--- config.mk ---
export PLATFORM = sky130hd
export DESIGN_NAME = shbus_requester
export DESIGN_NICKNAME = d
export VERILOG_FILES = /design/src/rtl/shbus_pkg.sv /design/src/rtl/shbus_sync.sv /design/src/rtl/shbus_timer.sv /design/src/rtl/shbus_fsm.sv /design/src/rtl/shbus_requester.sv
export SDC_FILE = /design/constraint.sdc
export NUM_CORES = 1
export LEC_CHECK = 0
export BUFFER_PORTS_ARGS = -buffer_cell sky130_fd_sc_hd__buf_4
export CAP_MARGIN = 40
export CORE_MARGIN = 10
export CORE_UTILIZATION = 35
export CTS_CLUSTER_DIAMETER = 200
export DETAILED_ROUTE_END_ITERATION = 6
export GPL_TIMING_DRIVEN = 0
export PLACE_DENSITY = 0.5
export REMOVE_ABC_BUFFERS = 1
export SLEW_MARGIN = 5
export SYNTH_ARGS = -nofsm -noshare
export SYNTH_HDL_FRONTEND = slang
export SYNTH_HIERARCHICAL = 1
export SYNTH_SLANG_ARGS = --single-unit
--- constraint.sdc ---
create_clock -name clk -period 2.8 [get_ports clk]
set_input_delay 0.14 -clock clk [delete_from_list [all_inputs] [get_ports clk]]
set_output_delay 0.14 -clock clk [all_outputs]
set_load 0.02 [all_outputs]
--- src/rtl/shbus_pkg.sv ---
package shbus_pkg;

  typedef enum logic [1:0] {
    ST_IDLE  = 2'd0,
    ST_REQ   = 2'd1,
    ST_OWN   = 2'd2,
    ST_ERR   = 2'd3
  } shbus_state_t;

endpackage

--- src/rtl/shbus_sync.sv ---
module shbus_sync #(
  parameter int  STAGES    = 2,
  parameter logic RESET_VAL = 1'b1
) (
  input  logic clk,
  input  logic rst_n,
  input  logic d,
  output logic q
);

  logic [STAGES-1:0] chain;

  generate
    if (STAGES == 1) begin : g_one
      always_ff @(posedge clk or negedge rst_n) begin
        if (!rst_n) chain <= RESET_VAL;
        else        chain <= d;
      end
    end else begin : g_many
      always_ff @(posedge clk or negedge rst_n) begin
        if (!rst_n) chain <= {STAGES{RESET_VAL}};
        else        chain <= {chain[STAGES-2:0], d};
      end
    end
  endgenerate

  assign q = chain[STAGES-1];

endmodule

--- src/rtl/shbus_timer.sv ---
module shbus_timer #(
  parameter int TICKS = 1024
) (
  input  logic clk,
  input  logic rst_n,
  input  logic run,
  input  logic tick,
  output logic expire
);

  localparam int CW = $clog2(TICKS + 1);
  localparam logic [CW-1:0] LAST = CW'(TICKS - 1);

  logic [CW-1:0] cnt;

  // Count ticks while running; any pause in run restarts from zero.
  always_ff @(posedge clk or negedge rst_n) begin
    if (!rst_n)             cnt <= '0;
    else if (!run)          cnt <= '0;
    else if (expire)        cnt <= '0;
    else if (tick)          cnt <= cnt + CW'(1);
  end

  assign expire = run && tick && (cnt == LAST);

endmodule

--- src/rtl/shbus_fsm.sv ---
module shbus_fsm
  import shbus_pkg::*;
#(
  parameter int NUM_CPL = 3
) (
  input  logic               clk,
  input  logic               rst_n,
  input  logic               cpu_req,
  input  logic               as_act,
  input  logic               ce_act,
  input  logic               grant,
  input  logic               expire,
  output logic               run,
  output logic               br_n,
  output logic               busy_n,
  output logic               berr_n,
  output logic [NUM_CPL-1:0] cpl_en
);

  shbus_state_t state, state_nx;

  always_comb begin
    state_nx = state;
    unique case (state)
      ST_IDLE: if (cpu_req && as_act) state_nx = ST_REQ;
      ST_REQ: begin
        if (!as_act)     state_nx = ST_IDLE;
        else if (expire) state_nx = ST_ERR;
        else if (grant)  state_nx = ST_OWN;
      end
      ST_OWN: begin
        if (!as_act)     state_nx = ST_IDLE;
        else if (expire) state_nx = ST_ERR;
      end
      ST_ERR: if (!as_act) state_nx = ST_IDLE;
      default: state_nx = ST_IDLE;
    endcase
  end

  always_ff @(posedge clk or negedge rst_n) begin
    if (!rst_n) state <= ST_IDLE;
    else        state <= state_nx;
  end

  assign run    = ce_act && ((state == ST_REQ) || (state == ST_OWN));
  assign br_n   = (state != ST_REQ);
  assign busy_n = (state != ST_OWN);
  assign berr_n = (state != ST_ERR);
  assign cpl_en = {NUM_CPL{state == ST_OWN}};

endmodule

--- src/rtl/shbus_requester.sv ---
module shbus_requester #(
  parameter int TIMEOUT_TICKS = 1024,
  parameter int SYNC_STAGES   = 2,
  parameter int NUM_CPL       = 3
) (
  input  logic               clk,
  input  logic               rst_n,
  input  logic               cpu_req,
  input  logic               as_n,
  input  logic               bus_ce_n,
  input  logic               tmo_tick,
  input  logic               bg_n,
  output logic               br_n,
  output logic               busy_n,
  output logic [NUM_CPL-1:0] cpl_en,
  output logic               berr_n
);

  logic bg_n_s;
  logic run;
  logic expire;

  shbus_sync #(.STAGES(SYNC_STAGES), .RESET_VAL(1'b1)) u_bg_sync (
    .clk   (clk),
    .rst_n (rst_n),
    .d     (bg_n),
    .q     (bg_n_s)
  );

  shbus_timer #(.TICKS(TIMEOUT_TICKS)) u_timer (
    .clk    (clk),
    .rst_n  (rst_n),
    .run    (run),
    .tick   (tmo_tick),
    .expire (expire)
  );

  shbus_fsm #(.NUM_CPL(NUM_CPL)) u_fsm (
    .clk     (clk),
    .rst_n   (rst_n),
    .cpu_req (cpu_req),
    .as_act  (!as_n),
    .ce_act  (!bus_ce_n),
    .grant   (!bg_n_s),
    .expire  (expire),
    .run     (run),
    .br_n    (br_n),
    .busy_n  (busy_n),
    .berr_n  (berr_n),
    .cpl_en  (cpl_en)
  );

endmodule

==> Word-level counts from Yosys, hierarchy flattened <==
Cells that the tools add are included.
W data, S select, Z words.
{ "totals": {"reg_bits": 15, "in_bits": 7, "output_inout_bits": 6, "wordCells": 36} }
{ "classes": {"addsub": 1, "n_eq_ne": 12, "mux": 11, "reduce_logical": 9} }
{ "op_table": {"columns": ["cell", "count"], "rows": [
  ["$mux W11", 3],
  ["$mux W2", 7],
  ["$add A11 B1 Y11 const B", 1],
  ["$eq A11 B10 Y1 const B", 1],
  ["$pmux W2 S4", 1],
  ["$ne A2 B2 Y1 const B", 3],
  ["$eq A2 B2 Y1 const B", 2],
  ["$logic_and A1 B1 Y1", 4],
  ["$ne A2 B1 Y1 const B", 2],
  ["$ne A4 B4 Y1 const B", 1],
  ["$reduce_and A4 Y1", 1],
  ["$ne A3 B2 Y1 const B", 1],
  ["$ne A3 B3 Y1 const B", 1],
  ["$eq A2 B1 Y1 const B", 1],
  ["$logic_not A1 Y1", 2],
  ["$logic_not A2 Y1", 1],
  ["$logic_or A1 B1 Y1", 1]
]} }

==> Depth between registers and ports, before layout <==
Gate-level depths: netlist of the first run.
{ "logic_depth": {"ltp_word": 8, "depth_mapped": 9, "depth_no_buf": 9} }

==> Cells and area by module <==
The synthesis of the first run kept the hierarchy.
{ "by_module_without_submodules": {"columns": ["module", "n_inst", "cells_each", "area_per_inst_um2", "seq_area_each_um2"], "rows": [
  ["shbus_timer", 1, 60, 595.6, 275.3],
  ["shbus_fsm", 1, 27, 240.2, 50.0],
  ["shbus_sync", 1, 2, 52.6, 52.6],
  ["shbus_requester", 1, 3, 11.3, 0.0]
]} }

==> Worst setup path after synthesis of the first run <==
OpenSTA, ideal clock, no wires.
{ "synth_path": {"path_kind": "reg-to-reg", "start": "register u_fsm.state[0]", "end": "register u_fsm.state[1]", "setup_ns": 0.127, "arrival_time_ns": 1.860, "required_ns": 2.673, "setup_slack_ns": 0.813, "path_stages_with_launch": 9, "n_path_buf": 0, "period_less_slack_ns": 1.987, "path_cell_list": "dfrtp_1 > inv_1 > ha_1 > and2_1 > nand2_2 > nor3_1 > and2b_1 > a221o_2 > mux2i_1"} }
{ "synth_via": {"elab_chain_cells": 8, "word_cells_on_any_way": 16, "classes_between": "eq/ne: 7; mux: 3; reduce/logical: 6"} }
{ "synth_rtl": {"columns": ["element", "line", "source"], "rows": [
  ["from (decl)", "shbus_fsm.sv:20", "shbus_state_t state, state_nx;"],
  ["from (signal assigned)", "shbus_fsm.sv:42", "else state <= state_nx;"],
  ["$eq A2 B1 Y1 or $eq A2 B2 Y1 (tied branches)", "shbus_fsm.sv:45", "assign run = ce_act && ((state == ST_REQ) || (state == ST_OWN));"],
  ["$logic_or A1 B1 Y1 (*)", "shbus_fsm.sv:45", null],
  ["$logic_and A1 B1 Y1 (*)", "shbus_fsm.sv:45", null],
  ["named net run", "shbus_requester.sv:20", "logic run;"],
  ["$logic_and A1 B1 Y1 (*) (2 in a row)", "shbus_timer.sv:24", "assign expire = run && tick && (cnt == LAST);"],
  ["named net expire", "shbus_requester.sv:21", "logic expire;"],
  ["$mux W2", "shbus_fsm.sv:28", "else if (expire) state_nx = ST_ERR;"],
  ["$mux W2", "shbus_fsm.sv:27", "if (!as_act) state_nx = ST_IDLE;"],
  ["$pmux W2 S4", "shbus_fsm.sv:24", "unique case (state)"]
]} }
The timed path passes the listed nets; every way through them passes the cells marked *.
A chain may end at the register's enable or synchronous reset.

==> Worst setup path in the final report of the first run <==
{ "layout_path": {"start": "register u_fsm.state[0]", "end": "register u_fsm.state[0]"} }
Same word-level chain as after synthesis.

==> results of run 1 <==
-- flip-flops by register name, indices dropped and copies added, names as in the netlist --
| signal | flops |
|---|---|
| u_timer/cnt | 11 |
| u_bg_sync/chain | 2 |
| u_fsm/state | 2 |
-- cell type report --
| cell class | instances | area [um2] | area share [%] |
|---|---|---|---|
| multi-input combinational | 61 | 454.2 | 42.91 |
| sequential | 15 | 377.9 | 35.70 |
| timing repair buffer | 14 | 110.1 | 10.40 |
| inverter | 14 | 52.55 | 4.965 |
| tap | 30 | 37.54 | 3.546 |
| clock buffer | 4 | 26.28 | 2.482 |
-- worst max-delay path by stage --
stage | to | cells after the start
after floorplan | u_fsm/state[1] | 8
after global placement | u_fsm/state[1] | 8
after detailed placement | u_fsm/state[0] | 8
after CTS | u_fsm/state[0] | 8
after global routing | u_fsm/state[0] | 8
final | u_fsm/state[0] | 8
-- routing by layer --
metal,GRT usage [%],vias up
met3,2.789,4
met2,10.48,18
li1,-,347
met4,4.516,0
met5,0,-
met1,9.490,321
-- worst min-delay path, cell delays in order --
cell and delay, ns:
buf_4 0.08, inv_1 0.06, o211ai_1 0.08, mux2i_1 0.08
-- Yosys cell counts, types with 2 or more instances --
master | instances | area, um2
inv_1 | 14 | 52.55
dfrtp_1 | 13 | 325.3
nand2_1 | 8 | 30.03
ha_1 | 7 | 87.58
nand3_1 | 6 | 30.03
o21ai_1 | 5 | 25.02
a21oi_1 | 3 | 15.01
and2_1 | 3 | 18.77
nand4_1 | 3 | 18.77
or3_1 | 3 | 18.77
and4_1 | 2 | 17.52
buf_4 | 2 | 15.01
dfstp_2 | 2 | 52.55
mux2i_1 | 2 | 20.02
nor3_1 | 2 | 10.01
o211ai_1 | 2 | 15.01
xnor2_1 | 2 | 17.52
-- cell families (layout without fill, tap and decap cells) --
| kind of cell | Yosys count | count (layout) |
|---|---|---|
| DFF | 15 | 15 |
| muxes | 3 | 3 |
| xor gates and xnor gates | 2 | 2 |
| AOI/OAI and AO/OA | 16 | 16 |
| adders and majority gates | 7 | 7 |
| buffers and inverters | 16 | 32 |
| and+or+nand+nor | 33 | 33 |
-- power groups by stage --
stage,Clock [mW],Combinational [mW],Sequential [mW]
final,0.125,0.298,0.257
after global routing,0.143,0.339,0.261
after CTS,0.133,0.303,0.257
after floorplan,0,0.205,0.258
after global placement,0,0.302,0.260
after detailed placement,0,0.301,0.261
-- what timing repair did --
| action | 4_1_cts | 5_1_grt |
|---|---|---|
| resized for setup | 0 | 0 |
| hold buffers | 2 | 0 |
| endpoints found under the hold margin | 16 | 0 |
==> impl_metrics.json, run 1 <==
{
  "grt_pass1_wl_um": 3105,
  "clkLatencyLatePin_ns": 0.29,
  "power.switching_uw": 261.0,
  "postPlaceCellArea_um2": 1012,
  "synthXorXnorAreaFrac_pct": 1.947,
  "nFillCells": 246,
  "postCtsSetupBuffers": 0,
  "vdd_drop_max_v": 0.0003736,
  "ys_seq_elements": 15,
  "r2r_setup_slack_ns": 0.52,
  "drt-initial-drc-count": 48,
  "clock.fmax_mhz": 439.0,
  "wl_per_cell_um": 12.83,
  "worstPathCellList": "inv_1 > ha_1 > and2_1 > nand2_2 > nor3_1 > and2b_1 > a221o_2 > mux2i_1",
  "top_layer": "met4",
  "setup_slack_ns": 0.5223,
  "min-delay-start": "as_n",
  "muxShareOfSynthArea_pct": 3.477,
  "worst_pin_slew_ns": 0.4299,
  "postSynthAreaPerCell_um2": 9.778,
  "nNetsFinal": 123,
  "start_util_pct": 36.65,
  "holdPathEnd": "u_fsm/state[1]",
  "finalSetupViolCount": 0,
  "synth_top_family_by_area": "simple AND/OR/NAND/NOR gates",
  "startpoint": "u_fsm/state[0]",
  "worstPathArrival_ns": 2.48,
  "synth_edf_count": 0,
  "cts_num_sinks": 15,
  "yosys.area_share.adder_pct": 9.736,
  "routed_wl_um": 1771,
  "grt_pass1_vias": 662,
  "gp_congestion": 0.7393,
  "synth_async_sr_flop_share_pct": 100.0,
  "p_comb_share_pct": 43.8,
  "status": "finished, final reports clean",
  "placementRows": 18,
  "grt_max_degree": 16,
  "finalCritPeriodShare_pct": 81.35,
  "final_cell_mix": "inv_1, dfrtp_1, buf_4",
  "maxCapViolCount": 0,
  "core_area_um2": 2455,
  "hold-path-cell-count": 4,
  "die_area_um2": 4998,
  "drc_errors": 0,
  "slew_violations": 0,
  "cts_max_path_buffers": 2,
  "cp.required_ns": 3.00,
  "p_per_area_nw_per_um2": 642.0,
  "drive_gt1_share_pct": 21.30,
  "power_uw": 679.5,
  "cts_buffers": 3,
  "hp-class": "primary input to flop",
  "pwr-share-seq_pct": 37.8,
  "port_buffers": 12,
  "hold_viol_final": 0,
  "wl_met2_um": 801,
  "timing.hold.ws_ns": 0.1978,
  "crit_buf_inv": 1,
  "power.internal_uw": 418.6,
  "maxSlewHeadroom_pct": 71.28,
  "ctsRootBufferMaster": "clkbuf_4",
  "area.growth.synth_to_final_pct": 17.66,
  "cpLargestDelayFamily": "simple AND/OR/NAND/NOR gates",
  "overflow": 0,
  "finalClockSkew_ns": 0.008538,
  "dr.pass1.iters": 4,
  "worstSetupPathType": "flop to flop",
  "endpoint_kind": "flop",
  "startpoint_type": "flop",
  "final_common_cell": "inv_1",
  "die_height_um": 70.70,
  "max_stage_delay_ns": 0.40,
  "track_usage_pct": 7.501,
  "io_pins": 13,
  "synth_simple_gate_area_share_pct": 21.28,
  "ff2ff_path_depth": 8,
  "antenna_found_initial": 0,
  "syn_inst": 92,
  "antenna_cells": 0,
  "synth_area_um2": 899.6,
  "htreeDepth": 1,
  "power_leakage_nw": 0.4948,
  "clkSlewWorstSetupHoldPaths_ns": 0.08,
  "fin_util_pct": 43.12,
  "antenna_left": 0,
  "viasPerCell": 5.000,
  "stdcell_area_um2": 1059,
  "cts_tree": "yes",
  "crit_slowest_cell": "dfrtp_1",
  "rsz0062_at_grt": "false",
  "yosysWarnings": 6,
  "fin_cells": 138,
  "crit-reg2reg-launch": "u_fsm/state[0]",
  "placed_cells": 132,
  "route.met3.wl_um": 115,
  "met1_length_um": 821,
  "p_sw_share_pct": 38.40,
  "p_clk_share_pct": 18.4,
  "vias": 690,
  "die_w_um": 70.70,
  "synth_compound_area_share_pct": 14.05,
  "seq_area_frac_synth_pct": 42.00,
  "synthFlopType": "dfrtp_1",
  "synth_cell_types": 30,
  "fin_crit_ns": 2.278,
  "hpwl_um": 1304,
  "pre_cts_ws_ns": 0.5115,
  "r2r_end": "u_fsm/state[0]",
  "critPathMaxFanout": 7,
  "setup_tns_ns": 0
}
Note: power is estimated with default switching activity, not from simulation.
==> run 2, diff against run 1 <==
--- a/config.mk
+++ b/config.mk
@@ -12,7 +12,7 @@
 export CTS_CLUSTER_DIAMETER = 200
 export DETAILED_ROUTE_END_ITERATION = 6
 export GPL_TIMING_DRIVEN = 0
-export PLACE_DENSITY = 0.5
+export PLACE_DENSITY = 0.52
 export REMOVE_ABC_BUFFERS = 1
 export SLEW_MARGIN = 5
 export SYNTH_ARGS = -nofsm -noshare
==> constraint.sdc (replaced) <==
create_clock -name clk -period 2 [get_ports clk]
set_input_delay 0.1 -clock clk [delete_from_list [all_inputs] [get_ports clk]]
set_output_delay 0.1 -clock clk [all_outputs]
set_load 0.02 [all_outputs]
==> impl_metrics.json, run 2 (synthesized netlist as in run 1, its figures left out) <==
{
  "status": "finished, final reports clean",
  "max_stage_delay_ns": 0.39,
  "grt_max_degree": 16,
  "p_comb_share_pct": 52.2,
  "hold_viol_final": 0,
  "maxSlewHeadroom_pct": 70.70,
  "worst_pin_slew_ns": 0.4386,
  "viasPerCell": 4.980,
  "io_pins": 13,
  "nNetsFinal": 133,
  "finalSetupViolCount": 0,
  "hpwl_um": 1340,
  "setup_slack_ns": 0.05368,
  "final_cell_mix": "buf_4, dfrtp_1, inv_1",
  "placementRows": 18,
  "grt_pass1_wl_um": 3042,
  "top_register": "u_timer/cnt",
  "start_util_pct": 36.65,
  "clkSlewWorstSetupHoldPaths_ns": 0.08,
  "pwr-share-seq_pct": 32.1,
  "vias": 737,
  "cts_max_path_buffers": 2,
  "clkLatencyLatePin_ns": 0.28,
  "cts_buffers": 3,
  "antenna_left": 0,
  "final_common_cell": "buf_4",
  "cp.required_ns": 2.16,
  "die_w_um": 70.70,
  "p_sw_share_pct": 37.57,
  "cts_tree": "yes",
  "maxCapViolCount": 0,
  "track_usage_pct": 7.235,
  "slew_violations": 0,
  "htreeDepth": 1,
  "crit_slowest_cell": "a221o_2",
  "finalClockSkew_ns": 0.01132,
  "wl_per_cell_um": 12.71,
  "p_clk_share_pct": 15.7,
  "hp-class": "primary input to flop",
  "drt-initial-drc-count": 30,
  "overflow": 0,
  "fin_crit_ns": 1.946,
  "area.growth.synth_to_final_pct": 31.57,
  "p_per_area_nw_per_um2": 926.3,
  "power_leakage_nw": 0.5471,
  "finalCritPeriodShare_pct": 97.32,
  "power.internal_uw": 684.5,
  "cts_num_sinks": 15,
  "endpoint_kind": "flop",
  "die_height_um": 70.70,
  "largest_reg_flops": 11,
  "worstSetupPathType": "flop to flop",
  "dr.pass1.iters": 4,
  "port_buffers": 12,
  "vdd_drop_max_v": 0.0005149,
  "gp_congestion": 0.7807,
  "antenna_found_initial": 0,
  "worstPathCellList": "inv_2 > ha_4 > and2_4 > nand2_8 > nor3_4 > and2b_1 > a221o_2 > mux2i_1",
  "timing.hold.ws_ns": 0.1671,
  "startpoint_type": "flop",
  "rsz0062_at_grt": "true",
  "clock.fmax_mhz": 513.8,
  "ctsRootBufferMaster": "clkbuf_4",
  "routed_wl_um": 1881,
  "pre_cts_ws_ns": -0.2948,
  "core_area_um2": 2455,
  "grt_pass1_vias": 699,
  "drc_errors": 0,
  "critPathMaxFanout": 5,
  "power.switching_uw": 412.0,
  "antenna_cells": 0,
  "biggestRegsByFlops": "u_timer/cnt x11, u_bg_sync/chain x2, u_fsm/state x2",
  "nFillCells": 226,
  "setup_tns_ns": 0,
  "worstPathArrival_ns": 2.11,
  "die_area_um2": 4998,
  "drive_gt1_share_pct": 34.75
}
run 2: cell types whose count changed in the layout (fill, tap and decap cells not counted), moves of 2 or more:
cell and delta:
inv_1 -2, ha_1 -2, buf_4 +10, inv_2 +2
run 2: cell type report:
type	count	area, um2	area share (%)
sequential	15	377.9	31.92
clock buffer	4	26.28	2.220
multi-input combinational	61	504.2	42.60
timing repair buffer	24	185.2	15.64
inverter	14	52.55	4.440
tap	30	37.54	3.171
run 2: through the flow:
| stage | area [um2] | cells | total power, mW | utilization [%] |
|---|---|---|---|---|
| global placement | 1012 | 132 | 0.7814 | 41.23 |
| CTS | 1106 | 142 | 1.028 | 45.06 |
| detailed placement | 1012 | 132 | 0.7900 | 41.23 |
| floorplan | 884.6 | 90 | 0.6477 | - |
| finish | 1184 | 148 | 1.096 | 48.22 |
| global route | 1184 | 148 | 1.187 | 48.22 |
run 2: worst max-delay path, delay by kind of cell (launching register included):
| kind | cells | cell delay [ns] |
|---|---|---|
| AO/OA/AOI/OAI | 1 | 0.39 |
| multiplexers | 1 | 0.13 |
| flip-flops | 1 | 0.37 |
| AND/OR/NAND/NOR | 4 | 0.60 |
| adder cells (fa/ha/maj) | 1 | 0.26 |
| buffers and inverters | 1 | 0.07 |
run 2: worst paths after layout:
| path | startpoint | to | slack (ns) | depth (start not counted) |
|---|---|---|---|---|
| worst max-delay path | u_fsm/state[0] | u_fsm/state[0] | 0.05 | 8 |
| worst min-delay path | as_n | u_fsm/state[1] | 0.17 | 4 |
| worst max register to register | u_fsm/state[0] | u_fsm/state[0] | 0.05 | 8 |
| worst min register to register | u_bg_sync/chain[0] | u_bg_sync/chain[1] | 0.36 | 0 |
| max in group asynchronous | rst_n | u_bg_sync/chain[1] | 1.55 | 2 |
| min in group asynchronous | rst_n | u_timer/cnt[7] | 0.19 | 2 |
run 2: timing repair:
action,4_1_cts,5_1_grt
hold buffers,2,0
setup endpoints to repair,2,2
gates resized for setup,6,6
pin swaps,0,4
hold endpoints to repair,16,0
setup buffers,4,6
run 2: metal layers:
metal | track usage (%) | vias up | wire (um)
met5 | 0 | - | 0
met4 | 3.871 | 0 | 8
met3 | 2.789 | 2 | 103
met2 | 11.77 | 13 | 933
met1 | 7.937 | 349 | 835
li1 | - | 373 | -
run 2: power groups by stage:
| stage | sequential (mW) | combinational, mW | clock [mW] |
|---|---|---|---|
| 5_1_grt | 0.353 | 0.631 | 0.202 |
| 3_5_place_dp | 0.366 | 0.424 | 0 |
| 6_report | 0.352 | 0.572 | 0.173 |
| 4_1_cts | 0.347 | 0.495 | 0.186 |
| 2_1_floorplan | 0.361 | 0.287 | 0 |
| 3_3_place_gp | 0.364 | 0.418 | 0 |
